## src/rtl/blit_pkg.sv

```systemverilog
// Shared definitions for the three-source blitter.
// Assumes a 2-bit register index on the configuration port.
package blit_pkg;
    typedef enum logic [1:0] {
        ST_IDLE  = 2'd0,
        ST_FETCH = 2'd1,
        ST_EMIT  = 2'd2
    } seq_state_t;

    localparam logic [1:0] REG_TABLE = 2'd0;
    localparam logic [1:0] REG_COUNT = 2'd1;
    localparam logic [1:0] REG_BASE  = 2'd2;
    localparam logic [1:0] REG_CTRL  = 2'd3;

    localparam int CTRL_DOWN = 0;
    localparam int CTRL_FILL = 1;
    localparam int CTRL_GO   = 2;
endpackage

```

## src/rtl/blit_regs.sv

```systemverilog
// Configuration registers and launch decode.
// Holds the table, the count, the base address and the mode bits. Writes are
// dropped while a run is active. A go write is accepted only when the mode
// and the count make sense; otherwise the error flag is set.
// Assumes CNT_W and ADDR_W are no wider than REG_W.
module blit_regs
    import blit_pkg::*;
#(
    parameter int REG_W  = 16,
    parameter int ADDR_W = 16,
    parameter int CNT_W  = 16
) (
    input  logic              clk,
    input  logic              rst_n,
    input  logic              cfg_we,
    input  logic [1:0]        cfg_addr,
    input  logic [REG_W-1:0]  cfg_wdata,
    input  logic              busy,
    output logic [7:0]        table_q,
    output logic [CNT_W-1:0]  count_q,
    output logic [ADDR_W-1:0] base_q,
    output logic              down_q,
    output logic              fill_q,
    output logic              launch,
    output logic              cfg_err
);
    logic wr_ok;
    logic go_req;
    logic bad_cfg;

    // Purpose: qualify writes and decide whether a go request may start.
    assign wr_ok   = cfg_we && !busy;
    assign go_req  = wr_ok && (cfg_addr == REG_CTRL) && cfg_wdata[CTRL_GO];
    assign bad_cfg = (cfg_wdata[CTRL_FILL] && !cfg_wdata[CTRL_DOWN]) || (count_q == '0);
    assign launch  = go_req && !bad_cfg;

    // Purpose: store configuration fields on an accepted write.
    always_ff @(posedge clk) begin
        if (!rst_n) begin
            table_q <= '0;
            count_q <= '0;
            base_q  <= '0;
            down_q  <= 1'b0;
            fill_q  <= 1'b0;
        end else if (wr_ok) begin
            unique case (cfg_addr)
                REG_TABLE: table_q <= cfg_wdata[7:0];
                REG_COUNT: count_q <= cfg_wdata[CNT_W-1:0];
                REG_BASE:  base_q  <= cfg_wdata[ADDR_W-1:0];
                default: begin
                    down_q <= cfg_wdata[CTRL_DOWN];
                    fill_q <= cfg_wdata[CTRL_FILL];
                end
            endcase
        end
    end

    // Purpose: record the outcome of the most recent go request.
    always_ff @(posedge clk) begin
        if (!rst_n) begin
            cfg_err <= 1'b0;
        end else if (go_req) begin
            cfg_err <= bad_cfg;
        end
    end

    AST_CFG_FROZEN: assert property (@(posedge clk) disable iff (!rst_n)
        (busy && cfg_we) |=> ($stable(table_q) && $stable(count_q) && $stable(base_q)
                              && $stable(down_q) && $stable(fill_q)));
    AST_ERR_NO_RUN: assert property (@(posedge clk) disable iff (!rst_n)
        cfg_err |-> !busy);
endmodule

```

## src/rtl/blit_lut.sv

```systemverilog
// Bitwise three-input table and fill toggle chain.
// Each bit picks one table entry indexed by {A,B,C}. In fill mode a toggle
// ripples from bit 0 upward, starting from fill_in, and its final state is
// returned as fill_out. Purely combinational.
module blit_lut #(
    parameter int DATA_W = 16
) (
    input  logic [7:0]        table_q,
    input  logic [DATA_W-1:0] a,
    input  logic [DATA_W-1:0] b,
    input  logic [DATA_W-1:0] c,
    input  logic              fill_en,
    input  logic              fill_in,
    output logic [DATA_W-1:0] y,
    output logic              fill_out
);
    logic [DATA_W-1:0] raw;
    logic [DATA_W:0]   chain;

    assign chain[0] = fill_in;

    for (genvar i = 0; i < DATA_W; i++) begin : g_bit
        // Purpose: table lookup and toggle step for one bit position.
        assign raw[i]     = table_q[{a[i], b[i], c[i]}];
        assign chain[i+1] = chain[i] ^ raw[i];
    end

    // Purpose: select plain table output or the toggle states.
    assign y        = fill_en ? chain[DATA_W:1] : raw;
    assign fill_out = chain[DATA_W];
endmodule

```

## src/rtl/blit_seq.sv

```systemverilog
// Word sequencer: issues one source fetch, registers the combined result,
// offers it downstream, then steps the address and repeats for the count.
// Assumes the source side returns data with src_valid while src_req is high,
// and that the configuration inputs are stable while busy.
module blit_seq
    import blit_pkg::*;
#(
    parameter int DATA_W = 16,
    parameter int ADDR_W = 16,
    parameter int CNT_W  = 16
) (
    input  logic              clk,
    input  logic              rst_n,
    input  logic              launch,
    input  logic [ADDR_W-1:0] base_q,
    input  logic [CNT_W-1:0]  count_q,
    input  logic              down_q,
    input  logic              fill_q,
    input  logic              src_valid,
    input  logic [DATA_W-1:0] lut_y,
    input  logic              lut_carry,
    input  logic              dst_ready,
    output logic              src_req,
    output logic [ADDR_W-1:0] src_addr,
    output logic              dst_valid,
    output logic [ADDR_W-1:0] dst_addr,
    output logic [DATA_W-1:0] dst_data,
    output logic              fill_carry,
    output logic              busy,
    output logic              done
);
    seq_state_t        state_q;
    logic [ADDR_W-1:0] addr_q;
    logic [CNT_W-1:0]  left_q;
    logic              last_word;

    // Purpose: detect the final word of the run.
    assign last_word = (left_q == CNT_W'(1));

    // Purpose: run state, address walk, result capture and end pulse.
    always_ff @(posedge clk) begin
        if (!rst_n) begin
            state_q    <= ST_IDLE;
            addr_q     <= '0;
            left_q     <= '0;
            dst_addr   <= '0;
            dst_data   <= '0;
            fill_carry <= 1'b0;
            done       <= 1'b0;
        end else begin
            done <= 1'b0;
            unique case (state_q)
                ST_IDLE: begin
                    if (launch) begin
                        state_q    <= ST_FETCH;
                        addr_q     <= base_q;
                        left_q     <= count_q;
                        fill_carry <= 1'b0;
                    end
                end
                ST_FETCH: begin
                    if (src_valid) begin
                        dst_data   <= lut_y;
                        dst_addr   <= addr_q;
                        fill_carry <= fill_q ? lut_carry : 1'b0;
                        state_q    <= ST_EMIT;
                    end
                end
                ST_EMIT: begin
                    if (dst_ready) begin
                        if (last_word) begin
                            state_q <= ST_IDLE;
                            done    <= 1'b1;
                        end else begin
                            left_q  <= left_q - CNT_W'(1);
                            addr_q  <= down_q ? addr_q - ADDR_W'(1) : addr_q + ADDR_W'(1);
                            state_q <= ST_FETCH;
                        end
                    end
                end
                default: state_q <= ST_IDLE;
            endcase
        end
    end

    // Purpose: decode handshake and status outputs from the state.
    assign src_req   = (state_q == ST_FETCH);
    assign src_addr  = addr_q;
    assign dst_valid = (state_q == ST_EMIT);
    assign busy      = (state_q != ST_IDLE);

    AST_FILL_DOWN_ONLY: assert property (@(posedge clk) disable iff (!rst_n)
        (busy && fill_q) |-> down_q);
    AST_FIRST_ADDR: assert property (@(posedge clk) disable iff (!rst_n)
        launch |=> (src_req && src_addr == $past(base_q)));
    AST_ADDR_STEP: assert property (@(posedge clk) disable iff (!rst_n)
        (dst_valid && dst_ready && !last_word) |=>
        (src_addr == (down_q ? dst_addr - ADDR_W'(1) : dst_addr + ADDR_W'(1))));
    AST_TOGGLE_CLEAR: assert property (@(posedge clk) disable iff (!rst_n)
        launch |=> !fill_carry);
    AST_DONE_PULSE: assert property (@(posedge clk) disable iff (!rst_n)
        done |=> !done);
    AST_DONE_IDLE: assert property (@(posedge clk) disable iff (!rst_n)
        done |-> !busy);
    AST_DST_HOLD: assert property (@(posedge clk) disable iff (!rst_n)
        (dst_valid && !dst_ready) |=>
        (dst_valid && $stable(dst_data) && $stable(dst_addr)));
    AST_REQ_HOLD: assert property (@(posedge clk) disable iff (!rst_n)
        (src_req && !src_valid) |=> (src_req && $stable(src_addr)));
endmodule

```

## src/rtl/tri_src_blitter.sv

```systemverilog
// Top of the three-source blitter: registers, sequencer and bitwise table.
// Assumes one source fetch is outstanding at a time and a 16-bit register port.
module tri_src_blitter #(
    parameter int DATA_W = 16,
    parameter int ADDR_W = 16,
    parameter int CNT_W  = 16,
    parameter int REG_W  = 16
) (
    input  logic              clk,
    input  logic              rst_n,
    input  logic              cfg_we,
    input  logic [1:0]        cfg_addr,
    input  logic [REG_W-1:0]  cfg_wdata,
    output logic              src_req,
    output logic [ADDR_W-1:0] src_addr,
    input  logic              src_valid,
    input  logic [DATA_W-1:0] src_a,
    input  logic [DATA_W-1:0] src_b,
    input  logic [DATA_W-1:0] src_c,
    output logic              dst_valid,
    input  logic              dst_ready,
    output logic [ADDR_W-1:0] dst_addr,
    output logic [DATA_W-1:0] dst_data,
    output logic              busy,
    output logic              done,
    output logic              cfg_err
);
    logic [7:0]        table_q;
    logic [CNT_W-1:0]  count_q;
    logic [ADDR_W-1:0] base_q;
    logic              down_q;
    logic              fill_q;
    logic              launch;
    logic [DATA_W-1:0] lut_y;
    logic              lut_carry;
    logic              fill_carry;

    blit_regs #(.REG_W(REG_W), .ADDR_W(ADDR_W), .CNT_W(CNT_W)) u_regs (
        .clk(clk), .rst_n(rst_n), .cfg_we(cfg_we), .cfg_addr(cfg_addr),
        .cfg_wdata(cfg_wdata), .busy(busy), .table_q(table_q), .count_q(count_q),
        .base_q(base_q), .down_q(down_q), .fill_q(fill_q), .launch(launch),
        .cfg_err(cfg_err)
    );

    blit_lut #(.DATA_W(DATA_W)) u_lut (
        .table_q(table_q), .a(src_a), .b(src_b), .c(src_c), .fill_en(fill_q),
        .fill_in(fill_carry), .y(lut_y), .fill_out(lut_carry)
    );

    blit_seq #(.DATA_W(DATA_W), .ADDR_W(ADDR_W), .CNT_W(CNT_W)) u_seq (
        .clk(clk), .rst_n(rst_n), .launch(launch), .base_q(base_q),
        .count_q(count_q), .down_q(down_q), .fill_q(fill_q),
        .src_valid(src_valid), .lut_y(lut_y), .lut_carry(lut_carry),
        .dst_ready(dst_ready), .src_req(src_req), .src_addr(src_addr),
        .dst_valid(dst_valid), .dst_addr(dst_addr), .dst_data(dst_data),
        .fill_carry(fill_carry), .busy(busy), .done(done)
    );
endmodule

```

## config.mk

```make
export PLATFORM = sky130hd
export DESIGN_NAME = tri_src_blitter
export DESIGN_NICKNAME = d
export VERILOG_FILES = /design/src/rtl/blit_pkg.sv /design/src/rtl/blit_regs.sv /design/src/rtl/blit_lut.sv /design/src/rtl/blit_seq.sv /design/src/rtl/tri_src_blitter.sv
export SDC_FILE = /design/constraint.sdc
export NUM_CORES = 1
export LEC_CHECK = 0
export ABC_CLOCK_PERIOD_IN_PS = 6200
export BUFFER_PORTS_ARGS = -buffer_cell sky130_fd_sc_hd__buf_2
export CAP_MARGIN = 10
export CELL_PAD_IN_SITES_DETAIL_PLACEMENT = 0
export CELL_PAD_IN_SITES_GLOBAL_PLACEMENT = 1
export CORE_MARGIN = 2
export CORE_UTILIZATION = 45
export CTS_CLUSTER_SIZE = 20
export DETAILED_ROUTE_END_ITERATION = 12
export GPL_TIMING_DRIVEN = 0
export PLACE_DENSITY = 0.87
export SLEW_MARGIN = 20
export SYNTH_ARGS = -nofsm -noshare
export SYNTH_HDL_FRONTEND = slang
export SYNTH_SLANG_ARGS = --single-unit
export TNS_END_PERCENT = 1
```

## constraint.sdc

```tcl
create_clock -name clk -period 6.2 [get_ports clk]
set_input_delay 0.31 -clock clk [delete_from_list [all_inputs] [get_ports clk]]
set_output_delay 0.31 -clock clk [all_outputs]
set_load 0.005 [all_outputs]
```

==> summary.md <==
| Metric | Value |
|---|---|
| Outcome | `completed` |
| Synth-to-Final Area Change | `18.2%` |
| Mean Syn Cell Area | `8.78 µm²` |
| Total Routed Length | `19.0 mm` |
| Async SR Flop Fraction | `0%` |
| GP Congestion | `0.887` |
| CTS Buf Count | `9` |
| Core region area | `0.0144 mm²` |
| Cells after Synth | `744` |
| Switching share of power | `25.6%` |
| Row count | `44` |
| Pwr Density | `210 mW/mm²` |
| Cell accounting for the most synthesized area | `dfxtp_1` |
| Number of nets with antenna violations after routing | `0` |
| Worst R2R Path Depth | `12` |
| Post-synthesis cell type count | `57` |
| Arr. time, crit path | `3.88 ns` |
| Prevailing post-synth register cell | `dfxtp_1` |
| Die ar. | `0.0155 mm²` |
| Min Tclk post-route | `3.66 ns` |
| Register area share after synthesis | `34.0%` |
| Cts hold-fix bufs | `0` |
| Ranking of synthesized cells by area | `dfxtp_1 (34%), mux4_2 (11%), nand2_1 (8.9%)` |
| Drt drc | `0` |
| Post-Syn Area | `0.00653 mm²` |
| Peak Freq | `274 MHz` |
| Max cap viols | `0` |
| Die Span Y | `124 µm` |
| Initial DRT Pass Iterations | `5` |
| # setup viols final | `0` |
| WP data required | `6.43 ns` |
| Post-Place Worst Slack | `2.57 ns` |
| Root Driver | `clkbuf_16` |
| Clock transition at path regs | `0.07 ns` |
| Final Cycle Share | `59.0%` |
| Initial core utilization | `45.5%` |
| R2r startpoint | `u_regs.down_q` |
| Final WS setup | `2.54 ns` |
| RSZ-0062 raised after global routing | `no` |
| Fillers | `1391` |
| EDFF count, synth | `0` |
| Layout Nets | `966` |
| CP Class | `flip-flop to flip-flop` |
| Die Span X | `124 µm` |
| Worst-margin pin slew | `0.710 ns` |
| Gr usage total | `24.8%` |
| CTS tree | `yes` |
| Clock sinks | `111` |
| H-tree depth | `3` |
| Hold depth | `3` |
| Layout cell share with drive strength beyond 1 | `20.5%` |
| Largest net degree at the start of global routing | `19` |
| Leak | `3.13 nW` |
| DR iter-0 viols | `522` |
| Crit Reg-Reg Endpoint | `u_seq.src_addr[15]` |
| Ys Warns | `0` |
| Most frequent cell after synthesis | `nand2_1` |
| Initial antenna violation count | `0` |
| Later-pin clock latency in the skew report | `0.37 ns` |
| R2R setup slack | `2.54 ns` |
| Hold wc startpoint | `cfg_wdata[10]` |
| Maximum clock insertion buffer count | `2` |
| Max VDD drop | `0.138 mV` |
| Clock Skews | `0.00980 ns` |
| Synth top area share | `34.0%` |
| Clock power share | `39.8%` |
| Switching power | `0.415 mW` |
| Via count | `5897` |
| Slew headroom | `52.7%` |
| I/O pin count | `124` |
| Fin cells | `1067` |
| Post-synth top cells | `nand2_1 (154), dfxtp_1 (111), a21boi_0 (52)` |
| N_diodes | `0` |
| Internal | `1.21 mW` |
| CTS resizes | `0` |
| Finished Core Util | `53.7%` |
| Wire per inst | `17.8 µm` |
| Final Hold Vio Count | `0` |
| Post-CTS Setup Repair Bufs | `0` |
| Worst Hold Endpoint | `u_regs.base_q[10]` |
| First-pass GRT wire length | `30.7 mm` |
| DR vias/cell | `5.53` |
| Critical Path Source Type | `flip-flop` |
| Post-Syn Nets | `832` |
| Worst-path fanout max | `16` |
| Vias in the first global route | `5790` |
| Setup TNS Final | `0 ns` |
| Fin. max-slew vios | `0` |
| Buffers on Ports | `122` |
| Dpl cells | `1051` |
| #FFs+latches synth | `111` |
| Sequential power share | `45.6%` |
| Congestion Overflow GR | `0` |
| HPWL after DPL | `14.3 mm` |
| Worst setup EP type | `flip-flop` |
| HP Class | `input pin to flip-flop` |
| Comb pwr share | `14.5%` |
-- layout make-up --
cell class / instances / area [µm²] / share of cell area (%)
repair buffers: 123 / 618 / 8.01
inverters: 15 / 56.3 / 0.730
well taps: 184 / 230 / 2.98
clock buffers: 10 / 239 / 3.10
flip-flops and latches: 111 / 2220 / 28.8
clock inverters: 6 / 92.6 / 1.20
multi-input cells: 568 / 4070 / 52.8
plain buffers: 50 / 188 / 2.43
-- registers in the layout, indices dropped and copies added (netlist names), 2 cells and up --
register,count
u_seq.dst_data,16
u_seq.src_addr,16
u_regs.count_q,16
u_seq.left_q,16
u_seq.dst_addr,16
u_regs.table_q,8
u_seq.state_q,2
u_regs.base_q,16
-- layer usage --
layer | wire (µm) | global-route usage, %
met5 | 0 | 0
met4 | 295 | 8.20
met3 | 904 | 3.52
met2 | 8900 | 39.9
met1 | 8930 | 34.5
-- power groups by stage --
stage / sequential [mW] / clock [mW] / combinational (mW)
2_1_floorplan: 0.752 / 0 / 0.158
3_3_place_gp: 0.756 / 0 / 0.230
3_5_place_dp: 0.756 / 0 / 0.233
4_1_cts: 0.739 / 0.655 / 0.234
5_1_grt: 0.742 / 0.684 / 0.256
6_report: 0.740 / 0.645 / 0.236
-- logic make-up (layout without fill, tap and decap cells) --
| group | Yosys count | after routing | synth area share (%) |
|---|---|---|---|
| multiplexers | 59 | 59 | 15.4 |
| AO/OA/AOI/OAI | 189 | 189 | 19.6 |
| XOR/XNOR | 39 | 39 | 6.19 |
| buffers and inverters | 65 | 204 | 3.74 |
| adder cells (fa/ha/maj) | 17 | 17 | 3.37 |
| flip-flops | 111 | 111 | 34.0 |
| AND/OR/NAND/NOR | 264 | 264 | 17.7 |
-- worst max-delay path by stage --
| stage | from | end | slack [ns] | depth (start not counted) |
|---|---|---|---|---|
| 6_report | u_regs.down_q | u_seq.src_addr[15] | 2.54 | 12 |
| 5_1_grt | u_regs.down_q | u_seq.src_addr[15] | 2.21 | 12 |
| 4_1_cts | u_regs.down_q | u_seq.src_addr[15] | 2.54 | 12 |
| 3_5_place_dp | u_regs.down_q | u_seq.src_addr[15] | 2.57 | 12 |
| 3_3_place_gp | u_regs.down_q | u_seq.src_addr[15] | 2.55 | 12 |
| 2_1_floorplan | u_regs.table_q[3] | u_seq.dst_data[15] | 3.06 | 11 |
-- cell usage in the layout, fill, tap and decap left out, drive strengths merged, types with 27 or more instances in the layout --
cell	netlist	final
nor2	40	40
clkbuf	48	58
mux2i	27	27
xnor2	27	27
dfxtp	111	111
a21boi	64	64
buf	2	125
nand2	154	154
mux4	32	32
o21ai	45	45
a21oi	30	30
-- through the flow --
| step | area (µm²) | hold slack, ns | power (mW) |
|---|---|---|---|
| floorplan | 6530 | 0.439 | 0.910 |
| CTS | 7720 | 0.200 | 1.63 |
| global route | 7720 | 0.231 | 1.68 |
| global placement | 7370 | 0.447 | 0.986 |
| detailed placement | 7390 | 0.451 | 0.989 |
| finish | 7720 | 0.210 | 1.62 |
-- worst max-delay path, cell delays in order (launching register included) --
cell and delay, ns:
dfxtp_1 0.78, ha_1 0.36, a21o_1 0.17, a21oi_1 0.22, o21ai_1 0.10, a21oi_1 0.23
o21ai_1 0.13, a41o_1 0.27, a2111oi_0 0.51, o41ai_1 0.26, xnor2_1 0.21, mux2i_1 0.20
a21oi_1 0.08
(Power assumes the default switching activity.)
